--- config.mk ---
export PLATFORM = sky130hd
export DESIGN_NAME = mtc_ctrl
export DESIGN_NICKNAME = d
export VERILOG_FILES = /design/src/rtl/mtc_pkg.sv /design/src/rtl/mtc_ctrl.sv
export SDC_FILE = /design/constraint.sdc
export NUM_CORES = 1
export LEC_CHECK = 0
export BUFFER_PORTS_ARGS = -buffer_cell sky130_fd_sc_hd__buf_2
export CAP_MARGIN = 20
export CORE_MARGIN = 5
export CORE_UTILIZATION = 62
export CTS_BUF_LIST = sky130_fd_sc_hd__clkbuf_2
export DETAILED_ROUTE_END_ITERATION = 8
export GPL_ROUTABILITY_DRIVEN = 1
export GPL_TIMING_DRIVEN = 0
export PLACE_DENSITY = 0.95
export SKIP_CTS_REPAIR_TIMING = 1
export SLEW_MARGIN = 30
export SYNTH_ARGS = -nofsm -noshare
export SYNTH_HDL_FRONTEND = slang
export SYNTH_SLANG_ARGS = --single-unit
--- constraint.sdc ---
create_clock -name clk -period 4.55 [get_ports clk]
set_input_delay 0.455 -clock clk [delete_from_list [all_inputs] [get_ports clk]]
set_output_delay 0.455 -clock clk [all_outputs]
set_load 0.01 [all_outputs]
--- src/rtl/mtc_pkg.sv ---
package mtc_pkg;
  localparam int IDX_W  = 16;
  localparam int LOOP_W = 16;
  localparam logic [31:0] PAT_MIX = 32'h5A5A_C3C3;

  typedef enum logic [2:0] {
    ST_IDLE, ST_WRITE, ST_READ, ST_DRAIN, ST_DONE, ST_STUCK
  } mtcState_t;

  // control -> datapath strobes
  typedef struct packed {
    logic              cmdValid;
    logic              rxCheck;
    logic [IDX_W-1:0]  cmdIdx;
    logic [IDX_W-1:0]  rxIdx;
    logic [LOOP_W-1:0] loopNum;
  } mtcStrobe_t;
endpackage

--- src/rtl/mtc_ctrl.sv ---
module mtc_ctrl
  import mtc_pkg::*;
#(
  parameter int NUM_WORDS   = 64,
  parameter int LOOPS       = 4,
  parameter int TIMEOUT_CYC = 4096
) (
  input  logic       clk,
  input  logic       rstN,
  input  logic       memReady,
  input  logic       memReadValid,
  input  logic       errSeen,
  output logic       memRead,
  output logic       memWrite,
  output logic       testPass,
  output logic       testFail,
  output logic       testTimeout,
  output mtcStrobe_t ctl
);
  localparam logic [IDX_W-1:0]  IDX_LAST   = IDX_W'(NUM_WORDS - 1);
  localparam logic [LOOP_W-1:0] LOOP_FINAL = LOOP_W'(LOOPS - 1);
  localparam int TO_W = $clog2(TIMEOUT_CYC + 1);
  localparam logic [TO_W-1:0] TO_LAST = TO_W'(TIMEOUT_CYC - 1);

  mtcState_t         state;
  logic [IDX_W-1:0]  cmdIdx, rxIdx;
  logic [LOOP_W-1:0] loopNum;
  logic [TO_W-1:0]   idleCnt;
  logic              failQ, timeoutQ;
  logic              accept, rxHit, lastRx, finalLoop, running;

  always_comb begin
    memWrite  = (state == ST_WRITE);
    memRead   = (state == ST_READ);
    accept    = (memWrite || memRead) && memReady;
    rxHit     = memReadValid && (state == ST_READ || state == ST_DRAIN);
    lastRx    = rxHit && (rxIdx == IDX_LAST);
    finalLoop = (LOOPS != 0) && (loopNum == LOOP_FINAL);
    running   = (state != ST_DONE) && (state != ST_STUCK);
  end

  always_ff @(posedge clk or negedge rstN) begin
    if (!rstN) begin
      state    <= ST_IDLE;
      cmdIdx   <= '0;
      rxIdx    <= '0;
      loopNum  <= '0;
      idleCnt  <= '0;
      failQ    <= 1'b0;
      timeoutQ <= 1'b0;
    end else begin
      failQ <= failQ | errSeen;
      if (rxHit) rxIdx <= lastRx ? '0 : rxIdx + 1'b1;
      case (state)
        ST_IDLE:  state <= ST_WRITE;
        ST_WRITE: if (accept) begin
          if (cmdIdx == IDX_LAST) begin cmdIdx <= '0; state <= ST_READ; end
          else cmdIdx <= cmdIdx + 1'b1;
        end
        ST_READ: if (accept) begin
          if (cmdIdx == IDX_LAST) begin cmdIdx <= '0; state <= ST_DRAIN; end
          else cmdIdx <= cmdIdx + 1'b1;
        end
        ST_DRAIN: if (lastRx) begin
          loopNum <= loopNum + 1'b1;
          state   <= finalLoop ? ST_DONE : ST_WRITE;
        end
        default: ;
      endcase
      // watchdog: restart on any bus progress
      if (running) begin
        if (accept || rxHit) idleCnt <= '0;
        else if (idleCnt == TO_LAST) begin
          timeoutQ <= 1'b1;
          state    <= ST_STUCK;
        end else idleCnt <= idleCnt + 1'b1;
      end
    end
  end

  assign testPass    = (state == ST_DONE) && !failQ;
  assign testFail    = failQ;
  assign testTimeout = timeoutQ;

  always_comb begin
    ctl          = '0;
    ctl.cmdValid = memRead || memWrite;
    ctl.rxCheck  = rxHit;
    ctl.cmdIdx   = cmdIdx;
    ctl.rxIdx    = rxIdx;
    ctl.loopNum  = loopNum;
  end

  assert_fail_sticky_R7: assert property (@(posedge clk) disable iff (!rstN)
    testFail |=> testFail);
  assert_timeout_quiet_R10: assert property (@(posedge clk) disable iff (!rstN)
    testTimeout |=> testTimeout && !memRead && !memWrite);
  assert_pass_quiet_R11: assert property (@(posedge clk) disable iff (!rstN)
    testPass |=> testPass && !memRead && !memWrite);
  assert_endless_nopass_R9: assert property (@(posedge clk) disable iff (!rstN)
    (LOOPS == 0) |-> !testPass);
endmodule

==> qor.yml <==
status:
  outcome: "completed"
sta:
  hold_violations: 0
  finalSetupViolations: 0
  finalMaxSlewViolations: 0
  layout_min_cycle_time_ps: 2300
  min_period_over_period_pct: 50.6
  grt_setup_unrepaired: "false"
  tns_ps: 0
  slew_headroom_pct: 44.6
  clock.fmax_mhz: 434
  clock_skew_ps: 21.3
  worst_slew_pin_slew_ps: 823
cts:
  cts.sinks: 66
  htreeDepth: 3
  clock_latency_ps: 500
  cts_tree: "built"
  clk_pin_slew_ps: 180
  cts_root_buffer: "clkbuf_2"
  numCtsBuffers: 9
  clock_path_buffers: 2
final_layout:
  final_common_cell: "dfrtp_1"
  final_cell_mix: "dfrtp_1, buf_2, nand2_1, xnor2_1, nor2_1"
  syn_to_final_growth_pct: 17.3
  drive_gt1_share_pct: 26.4
  stdcell_area_sq_um: 3910
  fill_cells: 352
  num-nets-final: 401
  antenna_cells: 0
die:
  row_count: 26
  dieArea_sq_um: 6940
  initial_core_util_pct: 64.5
  dieHeight_um: 83.3
  ios: 60
  coreArea_sq_um: 5170
  chipWidth_um: 83.3
yosys:
  synth-xor-area-share_pct: 12.3
  synth_fp_nets: 329
  ys_ff_latch: 66
  synth_top_family_by_area: "simple AND/OR/NAND/NOR gates"
  async_flop_share_pct: 100
  synth_fa_ha_area_share_pct: 1.50
  synthCells: 320
  ys_seq_area_share_pct: 49.5
  synth-main-ff-cell: "dfrtp_1"
  synth_cell_type_count: 51
  syn_area_sq_um: 3330
  synthMuxAreaShare_pct: 1.01
  synth_compound_area_share_pct: 4.95
  ys.warnings.count: 0
  synth_edf_count: 0
  synth-simple-area-share_pct: 29.4
  syn_avg_cell_area_sq_um: 10.4
placement:
  dp_hpwl_um: 5380
  postPlaceCellArea_sq_um: 3740
  place.gp.congestion: 0.913
  numPortBuffers: 59
routing:
  firstDrtPassIters: 5
  drcViolationCount: 0
  num_vias: 2700
  ant_nets: 0
  post_drt_wl_per_cell_um: 15.7
  viasPerCell: 5.78
  drt-initial-drc-count: 155
  drt_wl_total_um: 7340
run:
  cap_viol_max_count: 0
global_routing:
  grt_pass1_vias: 2620
  groute.usage.overall_pct: 22.1
  grt_max_degree: 42
  gr-total-overflow: 0
  antenna_found_initial: 0
  grt_pass1_wl_um: 12400
critical_path:
  critPathCaptureType: "output pin"
  criticalPathCategory: "reg -> out"
  startpoint_type: "flop"
  arrival_ps: 1850
  crit_fanout: 10
  cp.required_ps: 4090
pwr:
  cellLeakagePower_nw: 1.95
  power.density_nw_per_um2: 276
  peakVddDrop_mv: 0.235
min_path:
  min_path_type: "in -> reg"
-- layer usage --
| layer | GRT usage, % | part of all wire (%) | wire length (um) | up-vias |
|---|---|---|---|---|
| li1 | - | - | - | 1286 |
| met1 | 27.0 | 42 | 3110 | 1320 |
| met2 | 37.5 | 51 | 3770 | 79 |
| met3 | 3.96 | 4.3 | 319 | 15 |
| met4 | 10.8 | 2.0 | 146 | 0 |
| met5 | 0 | 0 | 0 | - |
-- path summary, 6_finish.rpt --
check	startpoint	to	slack (ps)	cells after the start
max	state[0]	ctl[49]	2250	4
min	errSeen	testFail	130	2
max reg2reg	idleCnt[0]	idleCnt[11]	2530	6
min reg2reg	testTimeout	testTimeout	490	1
max in group asynchronous	rstN	rxIdx[0]	3640	3
min in group asynchronous	rstN	loopNum[7]	360	2
-- per-stage QoR --
stage / utilization [%] / setup WS [ps] / cells / power (mW) / hold WS, ps
6_report: 75.6 / 2250 / 467 / 1.08 / 133
4_1_cts: 75.4 / 2220 / 466 / 1.09 / -189
2_1_floorplan: - / 2760 / 320 / 0.615 / 159
3_3_place_gp: 71.9 / 2670 / 449 / 0.631 / 443
5_1_grt: 75.6 / 2130 / 467 / 1.12 / 86.0
3_5_place_dp: 72.3 / 2570 / 450 / 0.635 / 387
-- layout make-up --
| cell class | instances | area [sq um] | share of cell area, % |
|---|---|---|---|
| Sequential cell | 66 | 1650 | 42.2 |
| Clock buffer | 9 | 45.0 | 1.15 |
| Clock inverter | 7 | 118 | 3.01 |
| Inverter | 3 | 11.3 | 0.288 |
| Multi-Input combinational cell | 246 | 1640 | 41.9 |
| Buffer | 5 | 31.3 | 0.799 |
| Timing Repair Buffer | 61 | 328 | 8.38 |
| Tap cell | 70 | 87.6 | 2.24 |
-- power breakdown --
group          internal [mW]  switching [mW]
sequential             0.592         0.00592
combinational        0.00889          0.0173
clock                  0.236           0.221
-- state kept, by name (all words and copies together) (netlist names) --
signal,cells
cmdIdx,16
idleCnt,13
loopNum,16
rxIdx,16
state,3
testFail,1
testTimeout,1
-- kinds of logic after synthesis --
| kind of cell | after synthesis |
|---|---|
| compound gates | 26 |
| xor+xnor | 46 |
| fa+ha+maj | 4 |
| buf+inv | 8 |
| flops | 66 |
| mux | 3 |
| simple gates | 167 |
-- Yosys cell counts (2+ instances only) --
| cell type | n | area [sq um] |
|---|---|---|
| a21o_1 | 4 | 30.0 |
| a21oi_1 | 2 | 10.0 |
| a31oi_1 | 3 | 18.8 |
| and3_1 | 10 | 62.6 |
| and4_1 | 4 | 35.0 |
| clkbuf_1 | 2 | 7.51 |
| dfrtp_1 | 66 | 1650 |
| ha_1 | 4 | 50.1 |
| inv_1 | 2 | 7.51 |
| mux2_2 | 3 | 33.8 |
| nand2_1 | 34 | 128 |
| nand2b_1 | 4 | 25.0 |
| nand3_1 | 22 | 110 |
| nand3_2 | 2 | 20.0 |
| nand4_1 | 13 | 81.3 |
| nand4_2 | 2 | 25.0 |
| nor2_1 | 28 | 105 |
| nor2_2 | 2 | 12.5 |
| nor2b_1 | 2 | 12.5 |
| nor3_1 | 13 | 65.1 |
| nor4_1 | 7 | 43.8 |
| nor4_2 | 5 | 62.6 |
| nor4_4 | 2 | 42.5 |
| o21ai_0 | 9 | 45.0 |
| or2_2 | 3 | 18.8 |
| or3_1 | 3 | 18.8 |
| or4_1 | 2 | 15.0 |
| xnor2_1 | 34 | 298 |
| xor2_1 | 11 | 96.3 |
-- worst max-delay path: stages, from the launching register on --
cell      delay (ps)
dfrtp_1          470
clkbuf_1         240
and2_1           220
or2_2            290
buf_2            140
(Power assumes the default switching activity.)
